--- config.mk ---
export PLATFORM = sky130hd
export DESIGN_NAME = clk_card_divider
export DESIGN_NICKNAME = d
export VERILOG_FILES = /design/src/rtl/clkdiv_pkg.sv /design/src/rtl/clkdiv_prescaler.sv /design/src/rtl/clkdiv_sync.sv /design/src/rtl/clkdiv_gate.sv /design/src/rtl/clk_card_divider.sv
export SDC_FILE = /design/constraint.sdc
export NUM_CORES = 1
export LEC_CHECK = 0
export BUFFER_PORTS_ARGS = -buffer_cell sky130_fd_sc_hd__buf_2
export CAP_MARGIN = 20
export CORE_AREA = 8 8 45 47
export CTS_CLUSTER_DIAMETER = 60
export DETAILED_ROUTE_END_ITERATION = 7
export DIE_AREA = 0 0 53 55
export PLACE_DENSITY = 0.61
export SETUP_SLACK_MARGIN = 0.4
export SYNTH_ARGS = -nofsm -noshare
export SYNTH_HDL_FRONTEND = slang
export SYNTH_SLANG_ARGS = --single-unit
--- constraint.sdc ---
create_clock -name clk_osc -period 1.7 [get_ports clk_osc]
set_input_delay 0.17 -clock clk_osc [delete_from_list [all_inputs] [get_ports clk_osc]]
set_output_delay 0.17 -clock clk_osc [all_outputs]
set_load 0.02 [all_outputs]
--- src/rtl/clkdiv_pkg.sv ---
package clkdiv_pkg;

  localparam int PH_W = 2;

  typedef enum logic [1:0] {
    RATE_OFF  = 2'd0,
    RATE_FAST = 2'd1,
    RATE_SLOW = 2'd2
  } rate_e;

  // Rate request from enable and the two active-low selects; slow wins.
  function automatic rate_e pick_rate(input logic en, input logic fast_n,
                                      input logic slow_n);
    rate_e r;
    if (!en)          r = RATE_OFF;
    else if (!slow_n) r = RATE_SLOW;
    else if (!fast_n) r = RATE_FAST;
    else              r = RATE_OFF;
    return r;
  endfunction

  // Oscillator cycles spent in each phase (high or low) at a given rate.
  function automatic logic [PH_W-1:0] phase_len(input rate_e r);
    logic [PH_W-1:0] n;
    case (r)
      RATE_FAST: n = PH_W'(1);
      RATE_SLOW: n = PH_W'(2);
      default:   n = '0;
    endcase
    return n;
  endfunction

endpackage

--- src/rtl/clkdiv_prescaler.sv ---
module clkdiv_prescaler (
  input  logic clk,
  input  logic rst_n,
  output logic aux_o,
  output logic tick_o
);
  logic aux_q;

  always_ff @(posedge clk or negedge rst_n) begin
    if (!rst_n) aux_q <= 1'b0;
    else        aux_q <= ~aux_q;
  end

  assign aux_o  = aux_q;
  // Sample strobe: once per auxiliary period, while aux is high.
  assign tick_o = aux_q;

  p_aux_toggle_r1: assert property (@(posedge clk) disable iff (!rst_n)
    1'b1 |=> (aux_q != $past(aux_q)));

endmodule

--- src/rtl/clkdiv_sync.sv ---
module clkdiv_sync #(
  parameter int WIDTH  = 3,
  parameter int STAGES = 2,
  parameter logic [WIDTH-1:0] RST_VAL = '0
) (
  input  logic             clk,
  input  logic             rst_n,
  input  logic             tick,
  input  logic [WIDTH-1:0] d_i,
  output logic [WIDTH-1:0] q_o
);
  logic [WIDTH-1:0] stage_q [STAGES];

  genvar g;
  generate
    for (g = 0; g < STAGES; g++) begin : g_stage
      always_ff @(posedge clk or negedge rst_n) begin
        if (!rst_n)    stage_q[g] <= RST_VAL;
        else if (tick) stage_q[g] <= (g == 0) ? d_i : stage_q[(g == 0) ? 0 : g-1];
      end
    end
  endgenerate

  assign q_o = stage_q[STAGES-1];

  p_sync_hold_r7: assert property (@(posedge clk) disable iff (!rst_n)
    !tick |=> $stable(q_o));

endmodule

--- src/rtl/clkdiv_gate.sv ---
module clkdiv_gate
  import clkdiv_pkg::*;
(
  input  logic  clk,
  input  logic  rst_n,
  input  rate_e rate_req,
  output logic  card_o,
  output rate_e rate_o,
  output logic  load_o
);
  logic            card_q;
  rate_e           rate_q;
  logic [PH_W-1:0] left_q;
  logic            phase_end;

  assign phase_end = (left_q <= PH_W'(1));
  // Named event: a low phase is complete and a new request is taken up.
  assign load_o    = !card_q && phase_end;

  always_ff @(posedge clk or negedge rst_n) begin
    if (!rst_n) begin
      card_q <= 1'b0;
      rate_q <= RATE_OFF;
      left_q <= '0;
    end else if (card_q) begin
      if (phase_end) begin
        card_q <= 1'b0;
        left_q <= phase_len(rate_q);
      end else begin
        left_q <= left_q - PH_W'(1);
      end
    end else if (!phase_end) begin
      left_q <= left_q - PH_W'(1);
    end else begin
      rate_q <= rate_req;
      left_q <= phase_len(rate_req);
      card_q <= (rate_req != RATE_OFF);
    end
  end

  assign card_o = card_q;
  assign rate_o = rate_q;

  p_rate_change_low_r8: assert property (@(posedge clk) disable iff (!rst_n)
    (rate_q != $past(rate_q)) |-> !$past(card_q));
  p_slow_high_r4: assert property (@(posedge clk) disable iff (!rst_n)
    ($rose(card_q) && rate_q == RATE_SLOW) |=> card_q);
  p_fast_high_r3: assert property (@(posedge clk) disable iff (!rst_n)
    ($rose(card_q) && rate_q == RATE_FAST) |=> !card_q);
  p_slow_low_r8: assert property (@(posedge clk) disable iff (!rst_n)
    ($fell(card_q) && rate_q == RATE_SLOW) |=> !card_q);
  p_off_low_r6: assert property (@(posedge clk) disable iff (!rst_n)
    (rate_q == RATE_OFF) |-> !card_q);

endmodule

--- src/rtl/clk_card_divider.sv ---
module clk_card_divider
  import clkdiv_pkg::*;
#(
  parameter int SYNC_STAGES = 2
) (
  input  logic clk_osc,
  input  logic rst_n,
  input  logic sel_fast_n,
  input  logic sel_slow_n,
  input  logic seq_enable,
  output logic aux_clk,
  output logic card_clk
);
  localparam int REQ_W = 3;
  localparam logic [REQ_W-1:0] REQ_IDLE = 3'b011; // enable off, selects high

  logic             tick;
  logic [REQ_W-1:0] req_raw;
  logic [REQ_W-1:0] req_sync;
  rate_e            rate_req;
  rate_e            rate_cur;
  logic             load_evt;

  clkdiv_prescaler u_pre (
    .clk    (clk_osc),
    .rst_n  (rst_n),
    .aux_o  (aux_clk),
    .tick_o (tick)
  );

  assign req_raw = {seq_enable, sel_slow_n, sel_fast_n};

  clkdiv_sync #(.WIDTH(REQ_W), .STAGES(SYNC_STAGES), .RST_VAL(REQ_IDLE)) u_sync (
    .clk   (clk_osc),
    .rst_n (rst_n),
    .tick  (tick),
    .d_i   (req_raw),
    .q_o   (req_sync)
  );

  assign rate_req = pick_rate(req_sync[2], req_sync[0], req_sync[1]);

  clkdiv_gate u_gate (
    .clk      (clk_osc),
    .rst_n    (rst_n),
    .rate_req (rate_req),
    .card_o   (card_clk),
    .rate_o   (rate_cur),
    .load_o   (load_evt)
  );

  p_start_on_load_r9: assert property (@(posedge clk_osc) disable iff (!rst_n)
    $rose(card_clk) |-> $past(load_evt));
  p_slow_priority_r5: assert property (@(posedge clk_osc) disable iff (!rst_n)
    (load_evt && req_sync == 3'b100) |=> (rate_cur == RATE_SLOW));

endmodule

==> reports/metrics.yaml, run 1 <==
die:
  initial_core_util_pct: 36.3
  core_region_area_um2: 1380
  rows: 14
  io_pins: 7
  die_w_um: 53
  die_h_um: 55
  die-area_um2: 2920
timing:
  worst_pin_slew_ns: 0.276
  slew_headroom_pct: 81.6
  setup_slack_ns: 0.523
  maxSlewViolCount: 0
  hold_viol: 0
  setup_viol: 0
  final.setup.tns_ns: 0
  hold_ws_ns: 0.138
  period_share_pct: 69.2
  fmax_mhz: 850
  fin_crit_ns: 1.18
  rsz0062_at_grt: "no"
  clock-skew-final_ns: 0.00274
detailed_routing:
  wl_met3_um: 35
  wl_met1_um: 324
  ant_nets: 0
  wl_met2_um: 361
  via_per_inst: 5.08
  drc: 0
  wire_per_inst_um: 12.2
  top_layer_used: "met4"
  vias: 305
  dr.first_iter.drc_count: 1
  first_pass_iters: 2
  drt-total-wl_um: 734
global_routing:
  grt_pass1_vias: 337
  grt_antenna_before_repair: 0
  grt_overflow: 0
  grt_max_degree: 13
  grt_use_total_pct: 6.91
  grt_pass1_wl_um: 1390
worst_setup_path:
  critPathMaxFanout: 9
  crit_slowest_cell: "or4_4"
  worst_setup_path_start_kind: "register"
  rr_worst_depth: 2
  arrival_ns: 1.38
  cpPeakStageDelay_ns: 0.58
  crit_chain: "or4_4 > nand3_2"
  worstPathRequired_ns: 1.90
  worstSetupEndpointType: "register"
  setup.worst_path.class: "register to register"
clocking:
  cts_buffers: 3
  cts_root_buffer: "clkbuf_4"
  clock_latency_ns: 0.26
  clock-sinks: 12
  cts_max_level: 1
  cts_tree: "yes"
  clk_pin_slew_worst_paths_ns: 0.07
  cts_buffer_depth: 2
  cts.repair.resized: 0
  post_cts_buffers: 0
worst_hold_path:
  hold_class: "input port to register"
  hold_path_depth: 2
synthesis:
  synth_top_family_by_area: "multiplexers"
  synthXorXnorAreaFrac_pct: 0
  synthAdderAreaFrac_pct: 0
  synthSimpleGateAreaFrac_pct: 12.5
  synth_cells: 36
  synth-compound-area-share_pct: 9.48
  synthesis.nets: 41
  synth.cell_area_um2: 502
  yosys.area.top_type: "dfrtp_1"
  yosysWarnings: 0
  synth_common_cells: "dfrtp_1, mux2_2, dfstp_2, o21ai_0, nand2b_1"
  synth.distinct_cells: 18
  synth_seq_cells: 12
  synthArstFlopShare_pct: 100
  synth_top_area_share_pct: 39.9
  ys.flop_type: "dfrtp_1"
  yosys-top-cells-area: "dfrtp_1, dfstp_2, mux2_2, o21ai_0, nand2b_1"
  synth_most_common_cell: "dfrtp_1"
  synthMuxAreaShare_pct: 13.5
  synth_edf_count: 0
  synth_seq_area_share_pct: 60.8
  syn_avg_cell_area_um2: 13.9
placement:
  dp.final_hpwl_um: 571
  dpl_worst_slack_ns: 0.537
  place_congestion: 0.697
  port_buffers: 6
  place_inst: 56
  dpl_cell_area_um2: 537
finish:
  utilization_pct: 41.1
  drive_gt1_share_pct: 52.3
  fin_nets: 51
  final_cells: 60
  n_antenna_cell: 0
  finalInstanceArea_um2: 569
  area_growth_pct: 13.5
run:
  maxCapViolations: 0
power_and_ir_drop:
  power.density_nw_per_um2: 1280
  power.leakage_nw: 0.257
  peakVddDrop_v: 0.000526
  finalPower_mw: 0.726
status:
  status: "finished, final reports clean"
-- cells in the final DEF (no fill, tap or decap), drive strengths merged --
cell type	count
o21ai	3
clkbuf	3
nand3b	1
a22o	1
dfrtp	8
a211oi	1
o31ai	1
nand2	2
nand4bb	1
dlygate4sd3	1
inv	1
mux2	6
or4	1
dfstp	4
buf	6
nand3	1
o21a	1
nand2b	2
-- report_power, final --
group	internal (mW)	switching (mW)	leakage (nW)
sequential	0.347	0.0687	0.139
combinational	0.0824	0.0641	0.104
clock	0.0817	0.0819	0.0138
total	0.512	0.215	0.257
-- registers in the layout (all words and copies together) (netlist names) --
| register | cells |
|---|---|
| u_gate.left_q | 2 |
| u_gate.rate_o | 2 |
| u_gate.card_o | 1 |
| u_sync.q_o | 3 |
| u_pre.aux_o | 1 |
| u_sync.stage_q | 3 |
-- kinds of logic (layout without fill, tap and decap cells) --
logic type,Yosys count,in the layout
simple gates,8,8
flops,12,12
buf+inv,3,11
mux,6,6
compound gates,7,7
-- cell type report --
cell class / count / area (µm²)
repair buffers: 7 / 40.0
clock buffers: 3 / 22.5
multi-input cells: 21 / 178
flip-flops and latches: 12 / 305
fillers: 136 / 815
well taps: 16 / 20.0
inverters: 1 / 3.75
-- worst paths after layout --
| path | start | endpoint | slack, ns |
|---|---|---|---|
| worst max-delay path | u_gate.left_q[1]$_DFF_PN0_ | u_gate.left_q[0]$_DFF_PN0_ | 0.52 |
| worst min-delay path | sel_slow_n | u_sync.stage_q[4]$_DFFE_PN1P_ | 0.14 |
| worst max register to register | u_gate.left_q[1]$_DFF_PN0_ | u_gate.left_q[0]$_DFF_PN0_ | 0.52 |
| worst min register to register | u_sync.stage_q[5]$_DFFE_PN0P_ | u_sync.q_o[2]$_DFFE_PN0P_ | 0.53 |
| max in group asynchronous | rst_n | u_sync.stage_q[3]$_DFFE_PN1P_ | 1.13 |
| min in group asynchronous | rst_n | u_gate.rate_o[1]$_DFFE_PN0P_ | 0.30 |
-- worst max-delay path: cells and delay by family, from the launching register on --
kind,cells,cell delay (ns)
simple gates,2,0.65
flops,1,0.46
-- per-layer routing --
metal,GRT usage (%),vias up
li1,-,145
met1,6.12,153
met2,11.3,5
met3,3.48,2
met4,6.47,0
met5,0,-
-- what timing repair did --
action | 4_1_cts | 5_1_grt
hold buffers | 1 | 0
hold endpoints to repair | 8 | 0
endpoints found under the setup margin | 0 | 0
Power figures use the tool's default switching activity.
==> run 2: changes to the inputs <==
- PLACE_DENSITY: 0.61 -> 0.63
- clock period: 1.7 -> 1 ns (I/O delays scaled with it)
==> reports/metrics.yaml, run 2 (synthesis results as in run 1) <==
status:
  status: "finished, violations left"  # was finished, final reports clean
  violations: "setup timing"
timing:
  setup_viol: 4  # was 0
  slew_headroom_pct: 81.6  # about the same
  worst_pin_slew_ns: 0.276  # about the same
  clock-skew-final_ns: 0.00355  # was 0.00274 ns
  hold_viol: 0  # unchanged
  period_share_pct: 114  # was 69.2%
  fmax_mhz: 880  # was 850 MHz
  maxSlewViolCount: 0  # unchanged
  setup_slack_ns: -0.136  # was 0.523 ns
  rsz0062_at_grt: "yes"  # was no
  final.setup.tns_ns: -0.360  # was 0 ns
  fin_crit_ns: 1.14  # was 1.18 ns
finish:
  drive_gt1_share_pct: 71.7  # was 52.3%
  final_cells: 69  # was 60
  fin_nets: 59  # was 51
  area_growth_pct: 41.1  # was 13.5%
  n_antenna_cell: 0  # unchanged
  final_cell_mix: "buf_6, dfrtp_1, mux2_4"  # was dfrtp_1, mux2_2, buf_2
global_routing:
  grt.busiest_layer: "met2"  # unchanged
  grt_use_total_pct: 7.84  # was 6.91%
  met3_usage_pct: 2.14  # was 3.48%
  grt_use_met1_pct: 8.76  # was 6.12%
  grt_antenna_before_repair: 0  # unchanged
  grt_overflow: 0  # unchanged
  grt_pass1_vias: 376  # was 337
  grt_pass1_wl_um: 1680  # was 1390 µm
  grt_util_met2_pct: 12.3  # was 11.3%
  grt_max_degree: 13  # unchanged
clocking:
  clock-sinks: 12  # unchanged
  cts_tree: "yes"  # unchanged
  clock_latency_ns: 0.27  # was 0.26 ns
  cts_max_level: 1  # unchanged
  cts_buffers: 3  # unchanged
  clk_pin_slew_worst_paths_ns: 0.08  # was 0.07 ns
  cts_buffer_depth: 2  # unchanged
  cts_root_buffer: "clkbuf_4"  # unchanged
detailed_routing:
  drc: 0  # unchanged
  drt-total-wl_um: 923  # was 734 µm
  wire_per_inst_um: 13.4  # was 12.2 µm
  via_per_inst: 4.94  # was 5.08
  first_pass_iters: 2  # unchanged
  dr.first_iter.drc_count: 3  # was 1
  vias: 341  # was 305
  ant_nets: 0  # unchanged
die:
  core_region_area_um2: 1380  # unchanged
  rows: 14  # unchanged
  die-area_um2: 2920  # unchanged
  initial_core_util_pct: 36.3  # unchanged
  die_w_um: 53  # unchanged
  io_pins: 7  # unchanged
  die_h_um: 55  # unchanged
placement:
  place_congestion: 0.677  # was 0.697
  dpl_worst_slack_ns: -0.225  # was 0.537 ns
  port_buffers: 6  # unchanged
  dp.final_hpwl_um: 636  # was 571 µm
  place_inst: 60  # was 56
worst_setup_path:
  worstPathRequired_ns: 1.21  # was 1.90 ns
  worstSetupEndpointType: "register"  # unchanged
  cpPeakStageDelay_ns: 0.53  # was 0.58 ns
  crit_chain: "nand2_1 > or4_4 > nand3_2"  # was or4_4 > nand3_2
  worst_setup_path_start_kind: "register"  # unchanged
  cp_top_family: "simple AND/OR/NAND/NOR gates"  # unchanged
  arrival_ns: 1.34  # was 1.38 ns
  critPathMaxFanout: 2  # was 9
  setup.worst_path.class: "register to register"  # unchanged
  path_buf_inv: 0  # unchanged
  crit_slowest_cell: "dfstp_2"  # was or4_4
power_and_ir_drop:
  peakVddDrop_v: 0.00117  # was 0.000526 V
  finalPower_mw: 1.49  # was 0.726 mW
  power.density_nw_per_um2: 2100  # was 1280 nW/µm²
  power.leakage_nw: 0.344  # was 0.257 nW
worst_hold_path:
  hold_class: "input port to register"  # unchanged
run:
  maxCapViolations: 0  # unchanged
==> run 2: cell types whose count changed in the layout (fill, tap and decap cells not counted), sizes merged <==
cell	previous run	this run
buf	6	14
clkbuf	3	4
==> run 2: through the flow <==
| stage | util [%] | hold WS [ns] | area (µm²) |
|---|---|---|---|
| final | 51.2 | 0.0606 | 708 |
| after floorplan | - | -0.196 | 529 |
| after global placement | 42.2 | -0.0194 | 584 |
| after global routing | 51.2 | 0.0465 | 708 |
| after detailed placement | 42.2 | -0.0115 | 584 |
| after CTS | 50.1 | 0.0525 | 693 |
==> run 2: what timing repair did <==
action	CTS	global route
setup buffers	3	1
gates resized for setup	10	2
endpoints found under the hold margin	12	0
setup endpoints to repair	14	14
pin swaps	1	0
hold buffers	1	0
==> run 2: layout make-up <==
cell class                      instances  area, µm²
Clock buffer                            4       36.3
Fill cell                             127        676
Inverter                                1       3.75
Multi-Input combinational cell         21        213
Sequential cell                        12        308
Tap cell                               16       20.0
Timing Repair Buffer                   15        128
==> run 2: path summary, 6_finish.rpt <==
check	startpoint	cells past startpoint	slack, ns	end
setup / recovery	u_sync.q_o[1]$_DFFE_PN1P_	3	-0.14	u_gate.left_q[0]$_DFF_PN0_
hold / removal	seq_enable	2	0.06	u_sync.stage_q[5]$_DFFE_PN0P_
setup reg to reg	u_sync.q_o[1]$_DFFE_PN1P_	3	-0.14	u_gate.left_q[0]$_DFF_PN0_
hold reg to reg	u_sync.stage_q[5]$_DFFE_PN0P_	1	0.51	u_sync.stage_q[5]$_DFFE_PN0P_
max in group asynchronous	rst_n	2	0.49	u_sync.q_o[0]$_DFFE_PN1P_
min in group asynchronous	rst_n	2	0.23	u_gate.rate_o[1]$_DFFE_PN0P_
==> run 2: power by group <==
part | total, mW | switching, mW | internal (mW)
logic | 0.446 | 0.208 | 0.238
registers | 0.667 | 0.0721 | 0.595
clock network | 0.377 | 0.156 | 0.221
total | 1.49 | 0.436 | 1.05
==> run 2: layer usage <==
| metal | part of all wire [%] | routed length, µm |
|---|---|---|
| met1 | 44 | 408 |
| met2 | 51 | 473 |
| met3 | 4.4 | 41 |
| met4 | 0 | 0 |
| met5 | 0 | 0 |
==> run 3: changes to the inputs <==
- CTS_BUF_LIST: unset -> sky130_fd_sc_hd__clkbuf_4
==> reports/metrics.yaml, run 3 (synthesis results as in run 1) <==
detailed_routing:
  vias: 339  # was 341
  via_per_inst: 4.91  # was 4.94
  wire_per_inst_um: 13.1  # was 13.4 µm
  first_pass_iters: 2  # unchanged
  wl_met3_um: 41  # unchanged
  top_layer_used: "met3"  # unchanged
  wl_met2_um: 465  # was 473 µm
  dr.first_iter.drc_count: 3  # unchanged
  ant_nets: 0  # unchanged
  drc: 0  # unchanged
  wl_met1_um: 397  # was 408 µm
  drt-total-wl_um: 903  # was 923 µm
timing:
  maxSlewViolCount: 0  # unchanged
  fmax_mhz: 880  # about the same
  hold_viol: 0  # unchanged
  clock-skew-final_ns: 0.00343  # was 0.00355 ns
  period_share_pct: 114  # about the same
  fin_crit_ns: 1.14  # about the same
  worst_pin_slew_ns: 0.272  # was 0.276 ns
  slew_headroom_pct: 81.9  # was 81.6%
  setup_viol: 4  # unchanged
  hold_ws_ns: 0.0633  # was 0.0606 ns
  setup_slack_ns: -0.136  # about the same
  rsz0062_at_grt: "yes"  # unchanged
finish:
  fin_nets: 59  # unchanged
  finalInstanceArea_um2: 698  # was 708 µm²
  final_cell_mix: "buf_6, dfrtp_1, mux2_4"  # unchanged
  n_fill_cell: 127  # unchanged
  n_antenna_cell: 0  # unchanged
  utilization_pct: 50.5  # was 51.2%
  area_growth_pct: 39.2  # was 41.1%
  seqCellArea_um2: 308  # unchanged
  multi_input_area_um2: 213  # unchanged
  drive_gt1_share_pct: 69.8  # was 71.7%
die:
  core_region_area_um2: 1380  # unchanged
  die-area_um2: 2920  # unchanged
  initial_core_util_pct: 36.3  # unchanged
  die_h_um: 55  # unchanged
  io_pins: 7  # unchanged
  rows: 14  # unchanged
  die_w_um: 53  # unchanged
clocking:
  cts_root_buffer: "clkbuf_4"  # unchanged
  clock_latency_ns: 0.26  # was 0.27 ns
  cts_buffer_depth: 2  # unchanged
  cts_tree: "yes"  # unchanged
  clock-sinks: 12  # unchanged
  cts_buffers: 3  # unchanged
  cts_max_level: 1  # unchanged
  clk_pin_slew_worst_paths_ns: 0.07  # was 0.08 ns
worst_hold_path:
  hold_path_depth: 2  # unchanged
  hold_class: "input port to register"  # unchanged
worst_setup_path:
  critPathMaxFanout: 2  # unchanged
  arrival_ns: 1.34  # about the same
  r2r-end: "u_gate.left_q[0]$_DFF_PN0_"  # unchanged
  worstPathRequired_ns: 1.21  # about the same
  setup.worst_path.class: "register to register"  # unchanged
  crit_end: "u_gate.left_q[0]$_DFF_PN0_"  # unchanged
  crit_slowest_cell: "dfstp_2"  # unchanged
  rr_worst_depth: 3  # unchanged
  cp-startpoint: "u_sync.q_o[1]$_DFFE_PN1P_"  # unchanged
  worstReg2RegStart: "u_sync.q_o[1]$_DFFE_PN1P_"  # unchanged
  worstSetupEndpointType: "register"  # unchanged
  cpPeakStageDelay_ns: 0.53  # about the same
  worst_setup_path_start_kind: "register"  # unchanged
  crit_chain: "nand2_1 > or4_4 > nand3_2"  # unchanged
  reg2reg_slack_ns: -0.14  # about the same
power_and_ir_drop:
  p_comb_share_pct: 31.7  # was 29.9%
  clockPowerShare_pct: 20.7  # was 25.3%
  p_seq_share_pct: 47.6  # was 44.8%
  power.density_nw_per_um2: 2010  # was 2100 nW/µm²
  p_sw_mw: 0.426  # was 0.436 mW
  power.leakage_nw: 0.338  # was 0.344 nW
  intPower_mw: 0.977  # was 1.05 mW
  netSwitchingFraction_pct: 30.4  # was 29.3%
  peakVddDrop_v: 0.00113  # was 0.00117 V
placement:
  dp.final_hpwl_um: 636  # unchanged
  dpl_worst_slack_ns: -0.225  # unchanged
  dpl_cell_area_um2: 584  # unchanged
  port_buffers: 6  # unchanged
  place_congestion: 0.677  # unchanged
global_routing:
  grt_use_total_pct: 7.68  # was 7.84%
  grt_pass1_vias: 380  # was 376
  grt_overflow: 0  # unchanged
  grt_pass1_wl_um: 1660  # was 1680 µm
  grt_max_degree: 13  # unchanged
  grt_antenna_before_repair: 0  # unchanged
status:
  status: "finished, violations left"  # unchanged
  violations: "setup timing"  # unchanged
run:
  maxCapViolations: 0  # unchanged
-- run 3: how the worst min path moves through the flow --
stage                     from                            end  slack [ns]
floorplan                rst_n        u_gate.card_o$_DFF_PN0_       -0.20
global placement         rst_n   u_gate.rate_o[1]$_DFFE_PN0P_       -0.02
detailed placement       rst_n   u_gate.rate_o[1]$_DFFE_PN0P_       -0.01
CTS                 sel_fast_n  u_sync.stage_q[3]$_DFFE_PN1P_        0.05
global route        sel_fast_n  u_sync.stage_q[3]$_DFFE_PN1P_        0.05
finish              sel_fast_n  u_sync.stage_q[3]$_DFFE_PN1P_        0.06
-- run 3: critical path: cells and delay by family (launching register included) --
family | cells | cell delay, ns
flip-flops | 1 | 0.53
AND/OR/NAND/NOR | 3 | 0.55
-- run 3: layer usage --
metal / global-route usage (%) / up-vias
met4: 6.47 / 0
met3: 2.14 / 0
met1: 8.45 / 173
met5: 0 / -
met2: 12.1 / 5
li1: - / 161
-- run 3: power by group through the flow --
stage	Clock (mW)	Sequential (mW)	Combinational [mW]
final	0.290	0.667	0.445
after global routing	0.332	0.686	0.489
after global placement	0	0.663	0.376
after CTS	0.304	0.666	0.450
after floorplan	0	0.695	0.245
after detailed placement	0	0.668	0.392
-- run 3: final cells by class --
cell class                      instances  area share [%]
Clock inverter                          1           0.538
Sequential cell                        12            44.1
Timing Repair Buffer                   15            18.3
Inverter                                1           0.538
Clock buffer                            3            3.23
Tap cell                               16            2.87
Multi-Input combinational cell         21            30.5
-- run 3: through the flow --
| step | std cells | TNS [ns] | total power [mW] |
|---|---|---|---|
| after detailed placement | 60 | -0.523 | 1.06 |
| final | 69 | -0.368 | 1.40 |
| after global placement | 60 | -0.469 | 1.04 |
| after floorplan | 36 | -0.450 | 0.940 |
| after global routing | 69 | -0.587 | 1.51 |
| after CTS | 68 | -0.376 | 1.42 |
-- run 3: what timing repair did --
action                                  CTS  global route
endpoints found under the setup margin   14            14
pin swaps                                 1             0
buffers inserted                          3             1
endpoints found under the hold margin    12             0
gates resized for setup                  10             2
hold buffers                              1             0
